==> config.mk <==
export PLATFORM = sky130hd
export DESIGN_NAME = ctlreg_file
export DESIGN_NICKNAME = d
export VERILOG_FILES = /design/src/rtl/ctlreg_pkg.sv /design/src/rtl/ctlreg_decode.sv /design/src/rtl/ctlreg_cyc.sv /design/src/rtl/ctlreg_fx.sv /design/src/rtl/ctlreg_file.sv
export SDC_FILE = /design/constraint.sdc
export NUM_CORES = 2
export LEC_CHECK = 0
export BUFFER_PORTS_ARGS = -buffer_cell sky130_fd_sc_hd__buf_2
export CELL_PAD_IN_SITES_DETAIL_PLACEMENT = 0
export CELL_PAD_IN_SITES_GLOBAL_PLACEMENT = 2
export CORE_MARGIN = 2
export CORE_UTILIZATION = 42
export CTS_CLUSTER_DIAMETER = 50
export DETAILED_ROUTE_END_ITERATION = 10
export HOLD_SLACK_MARGIN = 0.12
export PLACE_DENSITY = 0.95
export SLEW_MARGIN = 40
export SYNTH_ARGS = -nofsm -noshare
export SYNTH_HDL_FRONTEND = slang
export SYNTH_HIERARCHICAL = 1
export SYNTH_SLANG_ARGS = --single-unit
==> constraint.sdc <==
create_clock -name clk -period 10.94 [get_ports clk]
set_clock_uncertainty 0.05 [all_clocks]
set_input_delay 0.547 -clock clk [delete_from_list [all_inputs] [get_ports clk]]
set_output_delay 0.547 -clock clk [all_outputs]
set_load 0.02 [all_outputs]
==> src/rtl/ctlreg_pkg.sv <==
package ctlreg_pkg;

    localparam int IDX_W = 5;

    // index map
    localparam logic [IDX_W-1:0] IX_CR0  = 5'd0;
    localparam logic [IDX_W-1:0] IX_CR2  = 5'd2;
    localparam logic [IDX_W-1:0] IX_CR3  = 5'd3;
    localparam logic [IDX_W-1:0] IX_CR4  = 5'd4;
    localparam logic [IDX_W-1:0] IX_CR8  = 5'd8;
    localparam logic [IDX_W-1:0] IX_DR0  = 5'd16;
    localparam logic [IDX_W-1:0] IX_DR1  = 5'd17;
    localparam logic [IDX_W-1:0] IX_DR2  = 5'd18;
    localparam logic [IDX_W-1:0] IX_DR3  = 5'd19;
    localparam logic [IDX_W-1:0] IX_DR4  = 5'd20;
    localparam logic [IDX_W-1:0] IX_DR5  = 5'd21;
    localparam logic [IDX_W-1:0] IX_DR6  = 5'd22;
    localparam logic [IDX_W-1:0] IX_DR7  = 5'd23;
    localparam logic [IDX_W-1:0] IX_EFER = 5'd24;
    localparam logic [IDX_W-1:0] IX_TSC  = 5'd25;

    // bit positions used by the write rules
    localparam int B_CR0_PG   = 31;
    localparam int B_CR0_ET   = 4;
    localparam int B_EFER_LME = 8;
    localparam int B_EFER_LMA = 10;

    localparam logic [31:0] CR4_FLUSH_M = 32'h0000_00B0; // PSE, PAE, PGE
    localparam logic [31:0] DBGSTS_WM   = 32'h0000_E00F;
    localparam logic [31:0] DBGCTL_WM   = 32'hFFFF_20FF;
    localparam logic [31:0] DBGSTS_RST  = 32'hFFFF_0FF0;
    localparam logic [31:0] DBGCTL_RST  = 32'h0000_0400;

    typedef enum logic [3:0] {
        SL_CR0, SL_CR2, SL_CR3, SL_CR4, SL_CR8,
        SL_DR0, SL_DR1, SL_DR2, SL_DR3, SL_DSTS, SL_DCTL,
        SL_EFER, SL_TSC
    } slot_e;

    localparam int NUM_SLOTS = 13;

    typedef struct packed {
        logic  legal;
        slot_e slot;
    } dec_t;

    function automatic dec_t decode_idx(input logic [IDX_W-1:0] idx);
        dec_t d;
        d.legal = 1'b1;
        d.slot  = SL_CR0;
        case (idx)
            IX_CR0:         d.slot = SL_CR0;
            IX_CR2:         d.slot = SL_CR2;
            IX_CR3:         d.slot = SL_CR3;
            IX_CR4:         d.slot = SL_CR4;
            IX_CR8:         d.slot = SL_CR8;
            IX_DR0:         d.slot = SL_DR0;
            IX_DR1:         d.slot = SL_DR1;
            IX_DR2:         d.slot = SL_DR2;
            IX_DR3:         d.slot = SL_DR3;
            IX_DR4, IX_DR6: d.slot = SL_DSTS;
            IX_DR5, IX_DR7: d.slot = SL_DCTL;
            IX_EFER:        d.slot = SL_EFER;
            IX_TSC:         d.slot = SL_TSC;
            default:        d.legal = 1'b0;
        endcase
        return d;
    endfunction

    function automatic logic [31:0] slot_reset(input slot_e s);
        case (s)
            SL_DSTS: return DBGSTS_RST;
            SL_DCTL: return DBGCTL_RST;
            default: return 32'h0;
        endcase
    endfunction

endpackage

==> src/rtl/ctlreg_decode.sv <==
module ctlreg_decode
    import ctlreg_pkg::*;
(
    input  logic [IDX_W-1:0] idx,
    output dec_t             dec
);
    always_comb dec = decode_idx(idx);
endmodule

==> src/rtl/ctlreg_cyc.sv <==
module ctlreg_cyc #(
    parameter int W = 64
) (
    input  logic         clk,
    input  logic         rst,
    output logic [W-1:0] cnt
);
    always_ff @(posedge clk) begin
        if (rst) cnt <= '0;
        else     cnt <= cnt + 1'b1;
    end
endmodule

==> src/rtl/ctlreg_fx.sv <==
module ctlreg_fx
    import ctlreg_pkg::*;
#(
    parameter int W = 64
) (
    input  logic         fx,
    input  slot_e        slot,
    input  logic [W-1:0] data,
    input  logic [W-1:0] old_val,
    input  logic [W-1:0] efer_old,
    input  logic [W-1:0] cnt,
    output logic [W-1:0] new_val,
    output logic         efer_upd,
    output logic [W-1:0] efer_new,
    output logic         fl_all,
    output logic         fl_ng,
    output logic         bkpt
);
    localparam logic [W-1:0] M_CR4  = W'(CR4_FLUSH_M);
    localparam logic [W-1:0] M_DSTS = W'(DBGSTS_WM);
    localparam logic [W-1:0] M_DCTL = W'(DBGCTL_WM);

    logic [W-1:0] tog;
    assign tog = old_val ^ data;

    always_comb begin
        new_val  = data;
        efer_upd = 1'b0;
        efer_new = efer_old;
        fl_all   = 1'b0;
        fl_ng    = 1'b0;
        bkpt     = 1'b0;
        if (fx) begin
            case (slot)
                SL_CR0: begin
                    if (tog[B_CR0_PG]) begin
                        fl_all = 1'b1;
                        if (efer_old[B_EFER_LME]) begin
                            efer_upd = 1'b1;
                            efer_new[B_EFER_LMA] = data[B_CR0_PG];
                        end
                    end
                    new_val[B_CR0_ET] = 1'b1;
                end
                SL_CR3: fl_ng = 1'b1;
                SL_CR4: fl_all = |(tog & M_CR4);
                SL_DSTS: new_val = (old_val & ~M_DSTS) | (data & M_DSTS);
                SL_DCTL: begin
                    new_val = (old_val & ~M_DCTL) | (data & M_DCTL);
                    bkpt    = |data[7:0];
                end
                SL_TSC: new_val = data - cnt;
                default: ;
            endcase
        end
    end
endmodule

==> src/rtl/ctlreg_file.sv <==
module ctlreg_file
    import ctlreg_pkg::*;
#(
    parameter int DATA_W = 64
) (
    input  logic              clk,
    input  logic              rst,
    input  logic              wr_en,
    input  logic              wr_fx,
    input  logic [4:0]        wr_idx,
    input  logic [DATA_W-1:0] wr_data,
    input  logic              rd_en,
    input  logic              rd_fx,
    input  logic [4:0]        rd_idx,
    output logic [DATA_W-1:0] rd_data,
    output logic              flush_all,
    output logic              flush_nonglobal,
    output logic              bkpt_unsup,
    output logic              acc_err
);
    dec_t              wdec, rdec;
    logic [DATA_W-1:0] cnt;
    logic [DATA_W-1:0] regs_q [NUM_SLOTS];
    logic [DATA_W-1:0] new_val, efer_new;
    logic              efer_upd, fx_all, fx_ng, fx_bk, wr_ok;
    logic [DATA_W-1:0] cr0_view, dctl_view;

    ctlreg_decode u_wdec (.idx(wr_idx), .dec(wdec));
    ctlreg_decode u_rdec (.idx(rd_idx), .dec(rdec));
    ctlreg_cyc #(.W(DATA_W)) u_cyc (.clk(clk), .rst(rst), .cnt(cnt));

    ctlreg_fx #(.W(DATA_W)) u_fx (
        .fx(wr_fx), .slot(wdec.slot), .data(wr_data),
        .old_val(regs_q[wdec.slot]), .efer_old(regs_q[SL_EFER]), .cnt(cnt),
        .new_val(new_val), .efer_upd(efer_upd), .efer_new(efer_new),
        .fl_all(fx_all), .fl_ng(fx_ng), .bkpt(fx_bk)
    );

    assign wr_ok = wr_en & wdec.legal;

    for (genvar s = 0; s < NUM_SLOTS; s++) begin : g_slot
        localparam slot_e SID = slot_e'(s);
        logic [DATA_W-1:0] q;
        logic              hit;
        assign hit = wr_ok & (wdec.slot == SID);
        always_ff @(posedge clk) begin
            if (rst)
                q <= DATA_W'(slot_reset(SID));
            else if (SID == SL_EFER && wr_ok && efer_upd)
                q <= efer_new;
            else if (hit)
                q <= new_val;
        end
        assign regs_q[s] = q;
    end

    always_comb begin
        if (!rdec.legal)
            rd_data = '0;
        else if (rd_fx && rdec.slot == SL_TSC)
            rd_data = regs_q[SL_TSC] + cnt;
        else
            rd_data = regs_q[rdec.slot];
    end

    always_ff @(posedge clk) begin
        if (rst) begin
            flush_all       <= 1'b0;
            flush_nonglobal <= 1'b0;
            bkpt_unsup      <= 1'b0;
            acc_err         <= 1'b0;
        end else begin
            flush_all       <= wr_ok & fx_all;
            flush_nonglobal <= wr_ok & fx_ng;
            bkpt_unsup      <= wr_ok & fx_bk;
            acc_err         <= (wr_en & ~wdec.legal) | (rd_en & ~rdec.legal);
        end
    end

    assign cr0_view  = regs_q[SL_CR0];
    assign dctl_view = regs_q[SL_DCTL];
endmodule

==> metrics.txt <==
CTS root buffer=clkbuf_16; slowest CP cell=buf_4; core area=129,600 um2; I/O pin cnt=148; fin nets=6,655; die height=365.8 um; Routed WL=226.5 mm; Initial DRC Count=7,143; H-tree Lvls=3; synthesized area=54,970 um2; buffer depth of the longest clock path=3; TritonCTS Sinks=900; antenna violations before repair=15; DR vias/cell=6.307; CP Class=in -> out; Max-Cap Viols=0; DIE WIDTH=365.8 um; cell count after synthesis=6,687; CTS tree=yes; Critical Path Fanout Max=66; worst hold margin=235.7 ps; die area=133,800 um2; antenna-violating nets left=0; Congestion Overflow GR=0; worst-margin pin slew=1073 ps; type of origin of the critical path=primary input; CP required=10,340 ps; final setup margin=5008 ps; wire length per cell=27.35 um; Final Hold Fails=0; final count of pins violating max slew=0; CTS Buf Count=107; max incr delay on CP=620 ps; Detailed Routing Iterations Pass 1=8; worst skew pair latency=740 ps; endpoints failing setup=0; Synth Area per Inst=8.221 um2; clock-pin slew on the worst setup and hold paths=60 ps; pin count of the biggest net entering global routing=206; syn_nets=6,897; vias in the first global route=48,830; final period utilization=54.22%; pwr/cell area=133.7 nW/um2; # fillers=12,510; Worst path most repeated cell=buf_4; drt drc=0; Vias=52,230; CP arrival=5340 ps; P_leak=20.38 nW; Tmin final=5932 ps; global-route usage over all layers=32.58%; setup TNS=0 ps; RSZ-0062 raised after global routing=no; post-place setup slack=4724 ps; first-pass GRT wire length=328.8 mm; Min-Delay Path Depth=2; DP Wirelength=148.3 mm; Initial Util=42.40%; Area Overhead vs Synth=10.03%; crit end category=primary output; IO Port Bufs=147; Peak VDD IR=0.0001259 V; gpl congestion=0.9914; row count=132; Worst slew margin=27.70%; Reg2Reg Depth=14; worst min-delay path class=in -> reg; f_max=168.6 MHz; warnings from Yosys=6; CP cell instances=buf_2 -> nor3b_1 -> o21a_4 -> buf_4 -> inv_6 -> nor3_2 -> buf_12 -> and3_2 -> buf_4 -> buf_4 -> nand2_1 -> nor3_1 -> mux2i_1 -> nand3_1 -> buf_2; status=complete, no violations; layout cells sized above 1=14.97%
[routing by layer]
metal	global-route usage, %	routed length, um	vias to the layer above
li1	-	-	23280
met1	43.72	89970	25410
met2	49.56	98850	3012
met3	9.627	29300	507
met4	11.84	8235	16
met5	0	111	-
[timing repair]
action                    CTS  global route
resized for setup           0             0
hold buffers                1             0
setup buffers               0             0
hold endpoints to repair    1             0
[final timing paths]
check | start | to | slack [ps]
setup / recovery | rd_idx[3] | rd_data[63] | 5010
hold / removal | rst | acc_err | 240
hold reg to reg | g_slot[3].q[0] | g_slot[3].q[0] | 400
setup reg to reg | u_cyc/cnt[13] | g_slot[11].q[60] | 5840
[where the power goes]
part / switching [W] / total (W) / internal (W)
clock: 0.00155 / 0.00368 / 0.00213
combinational: 0.000742 / 0.00108 / 0.000334
sequential: 0.0000243 / 0.00333 / 0.00331
total: 0.00231 / 0.00809 / 0.00577
[flip-flops by register name, summed over array words and instances, names as in the netlist]
register and cells:
acc_err 1, bkpt_unsup 1, cr0_view 64, g_slot.q 704, dctl_view 64, u_cyc/cnt 64
flush_nonglobal 1, flush_all 1
[critical path: cells and delay by family]
family / cells / cell delay [ps]
and+or+nand+nor: 6 / 2090
buffers and inverters: 7 / 2360
AOI/OAI and AO/OA: 1 / 160
muxes: 1 / 110
[cell usage in the layout, fill, tap and decap left out, types with 39 or more instances in the layout]
cell type	count
buf_2	150
a31oi_1	57
a21o_1	54
o21ai_0	185
a221oi_1	69
o21bai_1	39
buf_4	122
nand3_1	61
xor2_1	76
mux2i_1	142
ha_1	128
mux4_2	369
a211oi_1	89
dfxtp_1	900
nand2_1	1844
a22oi_1	105
a21oi_1	957
clkbuf_16	107
nand4_1	75
xnor2_1	75
inv_1	105
nor2_1	236
[cell type report]
cell class                      instances  area [um2]  share of cell area, %
Antenna cell                            3       7.507                0.01241
Clock buffer                          149        3065                  5.068
Clock inverter                         50       534.3                 0.8833
Inverter                              108       412.9                 0.6826
Multi-Input combinational cell       5029       34090                  56.36
Sequential cell                       900       18020                  29.79
Tap cell                             1742        2180                  3.603
Timing Repair Buffer                  299        2180                  3.603
[metrics by stage]
step / area (um2) / util [%] / power [W] / std cells
2_1_floorplan: 54970 / - / 0.004045 / 6687
3_3_place_gp: 56490 / 43.57 / 0.004429 / 8065
3_5_place_dp: 56770 / 43.79 / 0.004438 / 8075
4_1_cts: 60380 / 46.57 / 0.008065 / 8275
5_1_grt: 60480 / 46.65 / 0.008273 / 8277
6_report: 60490 / 46.66 / 0.008086 / 8280
Note: power is estimated with default switching activity, not from simulation.
